==> src/rtl/bitacc_pkg.sv <==
package bitacc_pkg;
    parameter int unsigned AW = 8;
    parameter int unsigned DW = 8;
    localparam int unsigned PW = $clog2(DW);
    localparam logic [AW-1:0] RAM_BASE = 8'h20;
    localparam logic [AW-1:0] PSW_ADDR = 8'hD0;
    localparam int unsigned CY_POS = 7;

    typedef enum logic [1:0] {
        OP_LOAD_C  = 2'd0,
        OP_STORE_C = 2'd1,
        OP_SET     = 2'd2,
        OP_CLR     = 2'd3
    } bop_e;

    typedef enum logic [1:0] {
        ST_IDLE  = 2'd0,
        ST_READ  = 2'd1,
        ST_WRITE = 2'd2
    } st_e;

    typedef struct packed {
        logic [AW-1:0] byte_addr;
        logic [PW-1:0] pos;
        logic          in_sfr;
    } bloc_t;

    function automatic bloc_t map_bit(input logic [AW-1:0] a);
        bloc_t r;
        r.in_sfr = a[AW-1];
        r.pos    = a[PW-1:0];
        if (r.in_sfr)
            r.byte_addr = {a[AW-1:PW], {PW{1'b0}}};
        else
            r.byte_addr = RAM_BASE + AW'(a >> PW);
        return r;
    endfunction
endpackage

==> src/rtl/bitacc_decode.sv <==
module bitacc_decode
    import bitacc_pkg::*;
(
    input  logic [AW-1:0] bit_addr,
    output bloc_t         loc,
    output logic          is_psw
);
    always_comb begin
        loc    = map_bit(bit_addr);
        is_psw = (loc.byte_addr == PSW_ADDR);
    end
endmodule

==> src/rtl/bitacc_alu.sv <==
module bitacc_alu
    import bitacc_pkg::*;
(
    input  bop_e          op,
    input  logic [DW-1:0] rbyte,
    input  logic [PW-1:0] pos,
    input  logic          is_psw,
    input  logic          carry,
    output logic          need_wr,
    output logic [DW-1:0] wbyte,
    output logic          carry_upd,
    output logic          carry_nxt
);
    logic [DW-1:0] mask;
    logic          bit_val;
    logic          new_bit;

    always_comb begin
        mask    = DW'(1) << pos;
        bit_val = rbyte[pos];
        need_wr = (op != OP_LOAD_C);
        unique case (op)
            OP_STORE_C: new_bit = carry;
            OP_SET:     new_bit = 1'b1;
            OP_CLR:     new_bit = 1'b0;
            default:    new_bit = bit_val;
        endcase
        wbyte = new_bit ? (rbyte | mask) : (rbyte & ~mask);
        if (op == OP_LOAD_C) begin
            carry_upd = 1'b1;
            carry_nxt = bit_val;
        end else if (is_psw && (pos == PW'(CY_POS))) begin
            carry_upd = 1'b1;
            carry_nxt = new_bit;
        end else begin
            carry_upd = 1'b0;
            carry_nxt = carry;
        end
    end

    always_comb begin
        assert ((((wbyte ^ rbyte) & ~mask) == '0) || !need_wr)
            else $error("AST_RMW_OTHER_BITS");
    end
endmodule

==> src/rtl/bitacc_top.sv <==
module bitacc_top
    import bitacc_pkg::*;
(
    input  logic          clk,
    input  logic          rst,
    input  logic          start_i,
    input  logic [1:0]    op_i,
    input  logic [AW-1:0] bit_addr_i,
    output logic          busy_o,
    output logic          done_o,
    output logic          carry_o,
    output logic          mem_rd_o,
    output logic          mem_wr_o,
    output logic [AW-1:0] mem_addr_o,
    output logic [DW-1:0] mem_wdata_o,
    input  logic [DW-1:0] mem_rdata_i,
    input  logic          dir_wr_i,
    input  logic [AW-1:0] dir_addr_i,
    input  logic [DW-1:0] dir_wdata_i
);
    st_e           st_q;
    bop_e          op_q;
    logic [AW-1:0] addr_q;
    logic [DW-1:0] byte_q;
    logic          carry_q;
    logic [DW-1:0] rd_merged;
    bloc_t         loc;
    logic          is_psw;
    logic          need_wr;
    logic [DW-1:0] wbyte;
    logic          carry_upd;
    logic          carry_nxt;

    bitacc_decode u_dec (
        .bit_addr (addr_q),
        .loc      (loc),
        .is_psw   (is_psw)
    );

    bitacc_alu u_alu (
        .op        (op_q),
        .rbyte     (byte_q),
        .pos       (loc.pos),
        .is_psw    (is_psw),
        .carry     (carry_q),
        .need_wr   (need_wr),
        .wbyte     (wbyte),
        .carry_upd (carry_upd),
        .carry_nxt (carry_nxt)
    );

    always_comb begin
        rd_merged = mem_rdata_i;
        if (is_psw)
            rd_merged[CY_POS] = carry_q;
    end

    always_ff @(posedge clk) begin
        if (rst) begin
            st_q    <= ST_IDLE;
            op_q    <= OP_LOAD_C;
            addr_q  <= '0;
            byte_q  <= '0;
            carry_q <= 1'b0;
        end else begin
            unique case (st_q)
                ST_IDLE: if (start_i) begin
                    st_q   <= ST_READ;
                    op_q   <= bop_e'(op_i);
                    addr_q <= bit_addr_i;
                end
                ST_READ: begin
                    byte_q <= rd_merged;
                    st_q   <= ST_WRITE;
                end
                default: st_q <= ST_IDLE;
            endcase
            if (st_q == ST_WRITE && carry_upd)
                carry_q <= carry_nxt;
            else if (dir_wr_i && dir_addr_i == PSW_ADDR)
                carry_q <= dir_wdata_i[CY_POS];
        end
    end

    assign busy_o      = (st_q != ST_IDLE);
    assign done_o      = (st_q == ST_WRITE);
    assign carry_o     = carry_q;
    assign mem_rd_o    = (st_q == ST_READ);
    assign mem_wr_o    = (st_q == ST_WRITE) && need_wr;
    assign mem_addr_o  = loc.byte_addr;
    assign mem_wdata_o = wbyte;

    AST_RESET_QUIET: assert property (@(posedge clk)
        rst |=> (!busy_o && !carry_o && !mem_wr_o))
        else $error("AST_RESET_QUIET");
    AST_RAM_WINDOW: assert property (@(posedge clk) disable iff (rst)
        (mem_rd_o && !loc.in_sfr) |-> (mem_addr_o[AW-1:PW+1] == RAM_BASE[AW-1:PW+1]))
        else $error("AST_RAM_WINDOW");
    AST_SFR_ALIGN: assert property (@(posedge clk) disable iff (rst)
        (mem_rd_o && loc.in_sfr) |-> (mem_addr_o[PW-1:0] == '0))
        else $error("AST_SFR_ALIGN");
    AST_DONE_FOLLOWS_READ: assert property (@(posedge clk) disable iff (rst)
        mem_rd_o |=> (done_o && !mem_rd_o))
        else $error("AST_DONE_FOLLOWS_READ");
    AST_NO_DOUBLE_ACCESS: assert property (@(posedge clk) disable iff (rst)
        !(mem_rd_o && mem_wr_o))
        else $error("AST_NO_DOUBLE_ACCESS");
    AST_LOAD_NO_WRITE: assert property (@(posedge clk) disable iff (rst)
        (done_o && op_q == OP_LOAD_C) |-> !mem_wr_o)
        else $error("AST_LOAD_NO_WRITE");
    AST_CARRY_HOLD: assert property (@(posedge clk) disable iff (rst)
        (!done_o && !(dir_wr_i && dir_addr_i == PSW_ADDR)) |=> $stable(carry_o))
        else $error("AST_CARRY_HOLD");
endmodule

==> config.mk <==
export PLATFORM = sky130hd
export DESIGN_NAME = bitacc_top
export DESIGN_NICKNAME = d
export VERILOG_FILES = /design/src/rtl/bitacc_pkg.sv /design/src/rtl/bitacc_decode.sv /design/src/rtl/bitacc_alu.sv /design/src/rtl/bitacc_top.sv
export SDC_FILE = /design/constraint.sdc
export NUM_CORES = 1
export LEC_CHECK = 0
export ABC_AREA = 1
export CORE_MARGIN = 2
export CORE_UTILIZATION = 45
export CTS_BUF_LIST = sky130_fd_sc_hd__clkbuf_4
export DETAILED_ROUTE_END_ITERATION = 6
export PLACE_DENSITY = 0.87
export SLEW_MARGIN = 15
export SYNTH_ARGS = -nofsm -noshare
export SYNTH_HDL_FRONTEND = slang
export SYNTH_SLANG_ARGS = --single-unit
==> constraint.sdc <==
create_clock -name clk -period 3.5 [get_ports clk]
set_clock_uncertainty 0.2 [all_clocks]
set_input_delay 1.05 -clock clk [delete_from_list [all_inputs] [get_ports clk]]
set_output_delay 1.05 -clock clk [all_outputs]
set_load 0.02 [all_outputs]
==> key figures, run 1 <==
Outcome
  – Outcome: finished, final reports clean

Logic synthesis
  – Yosys reg bits: 21
  – Post-synth top flop: dfxtp_1
  – Synth warn: 0
  – Syn Std Cell Area: ~1200 um^2
  – Synth unique cells: 25
  – Seq/Total Area, Yosys: between 30% and 40%
  – Number of synthesized flops with an enable pin: 0
  – Ranking of synthesized cells by area: dfxtp_1, nand2_1, nor2_1
  – Net Count, Synth: around 230
  – Post-synth ARST share: 0%
  – Area leader, netlist: dfxtp_1
  – Synth top area share: about a third
  – Synth Instances: 195
  – Post-Synthesis Mean Instance Area: roughly 6.4 um^2

Detailed routing
  – Drt pass-1 iters: 4
  – DRC viols: 0
  – Drt total wl: approximately 2800 um
  – DRT iter0 DRCs: 26
  – ANT nets after route: 0
  – Via count: ~1300
  – WL/cell: approximately 10 um
  – Via-to-Cell Ratio: between 4 and 5

Placed design
  – Post-DP HPWL: between 2000 and 2500 um
  – Placed Area: between 1500 and 2000 um^2
  – RePlAce Congestion: approximately 0.86
  – I/O Buffers: 51
  – Dpl cells: ~270
  – Pre-CTS setup slack: roughly 0.41 ns

Global routing
  – Initial antenna violation count: 0
  – Total grt overflow: 0
  – Largest net degree at the start of global routing: 22
  – Total track usage: around a fifth
  – First-pass GRT wire length: just under 5000 um
  – Vias in the first global route: around 1200

Final layout
  – Area delta synth->final: 42.5%
  – Fraction of layout cells with a size suffix above 1: approximately a tenth
  – Nets@finish: 283
  – Final instance area: roughly 1800 um^2
  – Filler cell count in the final layout: approximately 250
  – Ant. Diodes: 0
  – Post-Layout Cell Count: between 200 and 300
  – Layout Utilization: ~66%

Clock network
  – Clk buf depth: 2
  – Clk_lat worst skew: 0.30 ns
  – Clock buffer count from CTS: 3
  – Clock Sinks: 21
  – Clock-pin slew on the worst setup and hold paths: about 0.12 ns
  – CTS Root Cell: clkbuf_4
  – CTS HTree Levels: 1
  – CTS tree: built

Timing
  – Final Hold Fails: 0
  – Minimum clock period: between 3 and 4 ns
  – Min Hold Slack: 0.286 ns
  – Actual slew at the worst max-slew pin: approximately 0.8 ns
  – # setup viols final: 0
  – RSZ-0062 raised after global routing: no
  – F_max: about 0.30 GHz
  – Fin crit share: 94.5%
  – Max-slew headroom: a little under half
  – Final worst slack: 0.192 ns
  – Max-slew violation count: 0
  – Setup TNS: 0 ns

Setup path
  – Crit Path Max Fanout: 9
  – CP Data Arrival Time: between 2 and 2.5 ns
  – Critical Path RT: 2.25 ns
  – CP Launch Type: flip-flop
  – Setup CP Type: reg -> out
  – R2R depth: 9
  – Worst reg2reg path endpoint: carry_o
  – Crit. End Element: output pin
  – CP startpoint: addr_q[0]
  – Worst R2R Setup Slack: 1.99 ns
  – Reg-to-reg startpoint: addr_q[7]

Floorplan
  – Core ar.: about 2700 um^2
  – Die area: around 3200 um^2
  – Die H: between 50 and 60 um
  – Num rows: 19
  – Starting density of the core: 46.3%
  – I/O Pins: between 50 and 60
  – Die W: around 57 um

Min path
  – Min-Delay Path Class: reg -> reg
  – WHS Endpoint: byte_q[1]
  – Hold Path Cell Cnt: 2
  – Worst Hold Launch: byte_q[1]

Power
  – PwrDens: 322 nW/um^2
  – Maximum vdd ir drop: between 0.2 and 0.3 mV
  – Pleak: roughly 0.77 nW
  – Total power: approximately 0.57 mW

Run
  – Max_cap viols: 0
==> metal layers <==
metal	vias to the layer above	wire length (um)	GRT usage (%)	part of all wire, %
met4	0	29	7.48	1.0
met2	29	1330	31.7	47
met1	568	1320	23.6	46
li1	707	-	-	-
met5	-	0	0	0
met3	2	163	3.69	5.7
==> cells in the mapped netlist, types with 2 or more instances <==
cell type and number:
nand2_1 58, nor2_1 26, nand2_2 4, o21ai_0 6, dfxtp_1 21, nand3_2 2
inv_2 2, inv_1 24, o21ai_1 3, nor2_2 3, a21oi_1 12, buf_6 2
a211oi_1 7, buf_4 2, nand3_1 13
==> layout make-up <==
| class | instances | area [um^2] | area share (%) |
|---|---|---|---|
| clock buffer | 3 | 22.5 | 1.27 |
| clock inverter | 1 | 7.51 | 0.423 |
| inverter | 28 | 115 | 6.49 |
| multi-input combinational | 139 | 649 | 36.6 |
| sequential | 21 | 423 | 23.8 |
| tap | 31 | 38.8 | 2.19 |
| timing repair buffer | 52 | 518 | 29.2 |
==> power by group <==
part,switching [mW],total [mW],leakage [nW],internal [mW]
registers,0.0176,0.273,0.173,0.255
logic,0.0926,0.180,0.580,0.0870
clock network,0.0761,0.120,0.0139,0.0435
total,0.186,0.572,0.767,0.385
==> placed cells by master (no fill, tap or decap), drive strengths merged <==
master and n:
inv 28, clkdlybuf4s50 51, buf 1, clkinvlp 1
o21ai 10, nand3 15, o211ai 1, dfxtp 21
clkbuf 3, a21oi 13, nor2 30, a211oi 7
nand2 63
==> flip-flops by register name (all words and copies together), names as in the netlist <==
name	flops
carry_o	1
op_q	2
addr_q	8
byte_q	8
st_q	2
==> kinds of logic after synthesis <==
family,count (synthesis),synth area share (%)
simple gates,108,37.5
buf+inv,35,14.1
flops,21,33.8
compound gates,31,14.7
==> worst max-delay path: stages (launching register included) <==
cell and delay (ns):
dfxtp_2 0.45, nand2_1 0.07, o21ai_1 0.08, nand2_1 0.06, nand3_1 0.09, nand2_1 0.09
nand2_4 0.11, nand3_1 0.08, o21ai_1 0.10, clkdlybuf4s50_1 0.62
==> how the worst max path moves through the flow <==
stage | endpoint | slack [ns] | cells after the start
floorplan | mem_wdata_o[2] | 1.11 | 10
global placement | mem_wdata_o[7] | 0.44 | 9
detailed placement | mem_wdata_o[7] | 0.41 | 9
CTS | mem_wdata_o[7] | 0.07 | 9
global route | mem_wdata_o[7] | 0.03 | 9
finish | mem_wdata_o[7] | 0.19 | 9
==> timing repair <==
item	4_1_cts	5_1_grt
setup buffers	0	0
endpoints found under the setup margin	0	8
resized for setup	0	2
hold buffers	0	0
Note: power is estimated with default switching activity, not from simulation.
==> inputs of run 2 (changes only) <==
--- a/config.mk
+++ b/config.mk
@@ -7,11 +7,11 @@
 export LEC_CHECK = 0
 export ABC_AREA = 1
 export CORE_MARGIN = 2
-export CORE_UTILIZATION = 45
+export CORE_UTILIZATION = 38
 export CTS_BUF_LIST = sky130_fd_sc_hd__clkbuf_4
 export DETAILED_ROUTE_END_ITERATION = 6
-export PLACE_DENSITY = 0.87
-export SLEW_MARGIN = 15
+export MAX_ROUTING_LAYER = met4
+export PLACE_DENSITY = 0.78
 export SYNTH_ARGS = -nofsm -noshare
 export SYNTH_HDL_FRONTEND = slang
 export SYNTH_SLANG_ARGS = --single-unit
==> constraint.sdc (replaced) <==
create_clock -name clk -period 2.82 [get_ports clk]
set_clock_uncertainty 0.2 [all_clocks]
set_input_delay 0.846 -clock clk [delete_from_list [all_inputs] [get_ports clk]]
set_output_delay 0.846 -clock clk [all_outputs]
set_load 0.02 [all_outputs]
==> key figures, run 2 (same netlist as run 1, synthesis figures left out) <==
Clock network
  – Clock buffer count from CTS: 3 (unchanged)
  – Clk buf depth: 2 (unchanged)
  – Cts hold-fix bufs: 0 (unchanged)
  – Clock-pin slew on the worst setup and hold paths: 0.13 ns (was 0.12 ns)
  – CTS HTree Levels: 1 (unchanged)
  – CTS Root Cell: clkbuf_4 (unchanged)
  – CTS tree: built (unchanged)
  – Clock Sinks: 21 (unchanged)
  – Clk_lat worst skew: 0.32 ns (was 0.30 ns)

Timing
  – Max-slew headroom: 71.8% (was 47.8%)
  – # setup viols final: 0 (unchanged)
  – RSZ-0062 raised after global routing: no (unchanged)
  – Final Hold Fails: 0 (unchanged)
  – F_max: between 0.3 and 0.4 GHz
  – Setup TNS: 0 ns (unchanged)
  – Fin crit share: a little over nine tenths
  – Actual slew at the worst max-slew pin: 0.423 ns (was 0.781 ns)
  – Minimum clock period: 2.68 ns
  – Final worst slack: 0.141 ns (was 0.192 ns)
  – Max-slew violation count: 0 (unchanged)

Setup path
  – CP Launch Type: flip-flop (unchanged)
  – Crit. End Element: output pin (unchanged)
  – Critical Path RT: 1.77 ns (was 2.25 ns)
  – CP cell instances: inv_1 > nor2_1 > clkdlybuf4s50_1 (was nand2_1 > o21ai_1 > nand2_1 > nand3_1 > nand2_1 > nand2_4 > nand3_1 > o21ai_1 > clkdlybuf4s50_1)
  – Crit-path leading delay family: buffers and inverters (unchanged)
  – Worst path max stage delay: 0.66 ns (was 0.62 ns)
  – CP startpoint: st_q[1] (was addr_q[0])
  – CP Data Arrival Time: 1.63 ns (was 2.06 ns)
  – Max stage delay cell, worst path: clkdlybuf4s50_1 (unchanged)
  – Crit Path Max Fanout: 3 (was 9)
  – Reg-to-reg startpoint: st_q[1] (was addr_q[7])
  – Bufs and invs on worst path: 2 (was 1)
  – Setup CP Type: reg -> out (unchanged)

Floorplan
  – I/O Pins: 59 (unchanged)
  – Starting density of the core: 40.4% (was 46.3%)
  – Die area: 3750 um^2 (was 3200 um^2)
  – Die H: 61.2 um (was 56.6 um)
  – Die W: 61.2 um (was 56.6 um)
  – Num rows: 20 (was 19)
  – Core ar.: 3080 um^2 (was 2690 um^2)

Min path
  – Min-Delay Path Class: reg -> reg (unchanged)
  – Worst Hold Launch: byte_q[0] (was byte_q[1])

Final layout
  – Most frequent cells in the layout: nand2_1, clkdlybuf4s50_1, nor2_1 (unchanged)
  – Biggest regs: addr_q: 8 flops, byte_q: 8 flops (unchanged)
  – Nets@finish: 288 (was 283)
  – Final instance area: 1800 um^2 (was 1770 um^2)
  – Filler cell count in the final layout: 308 (was 249)
  – Ant. Diodes: 0 (unchanged)
  – Most common cell after layout, fill and taps aside: nand2_1 (unchanged)
  – Area delta synth->final: 44.2% (was 42.5%)
  – Register area: 428 um^2 (was 423 um^2)
  – Fraction of layout cells with a size suffix above 1: 15.7% (was 9.84%)
  – Multi-input logic area: 649 um^2 (unchanged)

Power
  – Maximum vdd ir drop: 0.284 mV (was 0.292 mV)
  – Pleak: 0.820 nW (was 0.767 nW)
  – PwrDens: 400 nW/um^2 (was 322 nW/um^2)

Detailed routing
  – Via count: 1364 (was 1306)
  – DRC viols: 0 (unchanged)
  – ANT nets after route: 0 (unchanged)
  – Via-to-Cell Ratio: 4.66 (was 4.75)
  – Drt total wl: 3160 um (was 2850 um)
  – WL/cell: 10.8 um (was 10.4 um)
  – DRT iter0 DRCs: 44 (was 26)
  – Drt pass-1 iters: 4 (unchanged)

Placed design
  – Post-DP HPWL: 2390 um (was 2230 um)
  – Pre-CTS setup slack: -0.0732 ns (was 0.415 ns)
  – I/O Buffers: 51 (unchanged)
  – RePlAce Congestion: 0.922 (was 0.857)
  – Placed Area: 1800 um^2 (was 1740 um^2)

Global routing
  – Total grt overflow: 0 (unchanged)
  – Vias in the first global route: 1195 (was 1178)
  – Total track usage: 18.9% (about the same)
  – Initial antenna violation count: 0 (unchanged)
  – Largest net degree at the start of global routing: 22 (unchanged)
  – First-pass GRT wire length: 5120 um (was 4850 um)

Outcome
  – Outcome: finished, final reports clean (unchanged)

Run
  – Max_cap viols: 0 (unchanged)
run 2: timing repair:
item                                    CTS  global route
endpoints found under the setup margin    8            10
buffers inserted                          0             0
resized for setup                        13            17
run 2: final timing paths:
check                           depth (start not counted)  slack (ns)        end
worst max-delay path                                    3        0.14     done_o
worst min-delay path                                    2        0.29  byte_q[0]
worst max register to register                          5        1.41  addr_q[7]
worst min register to register                          2        0.29  byte_q[0]
run 2: worst min-delay path: stages, from the launching register on:
cell and delay [ns]:
dfxtp_1 0.35, nand2_1 0.06, a21oi_1 0.05
run 2: report_power, final:
part	total [mW]	internal [mW]	leakage, nW	switching, mW
Combinational	0.224	0.103	0.632	0.121
Sequential	0.336	0.317	0.174	0.0197
Clock	0.159	0.0544	0.0139	0.104
Total	0.719	0.474	0.820	0.245
run 2: through the flow:
step,util (%),hold slack [ns],power (mW),cells
2_1_floorplan,-,0.248,0.471,195
3_3_place_gp,58.3,0.271,0.573,289
3_5_place_dp,58.3,0.269,0.576,289
4_1_cts,59.2,0.293,0.727,293
5_1_grt,58.3,0.316,0.763,293
6_report,58.3,0.289,0.719,293
run 2: layer usage:
layer | wire [um] | up-vias | part of all wire [%] | global-route usage (%)
met2 | 1440 | 43 | 46 | 32.4
met4 | 46 | 0 | 1.5 | 6.52
met1 | 1450 | 595 | 46 | 22.1
met3 | 219 | 5 | 6.9 | 3.57
li1 | - | 721 | - | -
met5 | 0 | - | 0 | -
run 2: cell type report:
cell class	instances	share of cell area (%)
Timing Repair Buffer	57	28.9
Inverter	28	6.41
Clock inverter	1	0.418
Clock buffer	3	1.25
Multi-Input combinational cell	139	36.2
Tap cell	44	3.07
Sequential cell	21	23.8
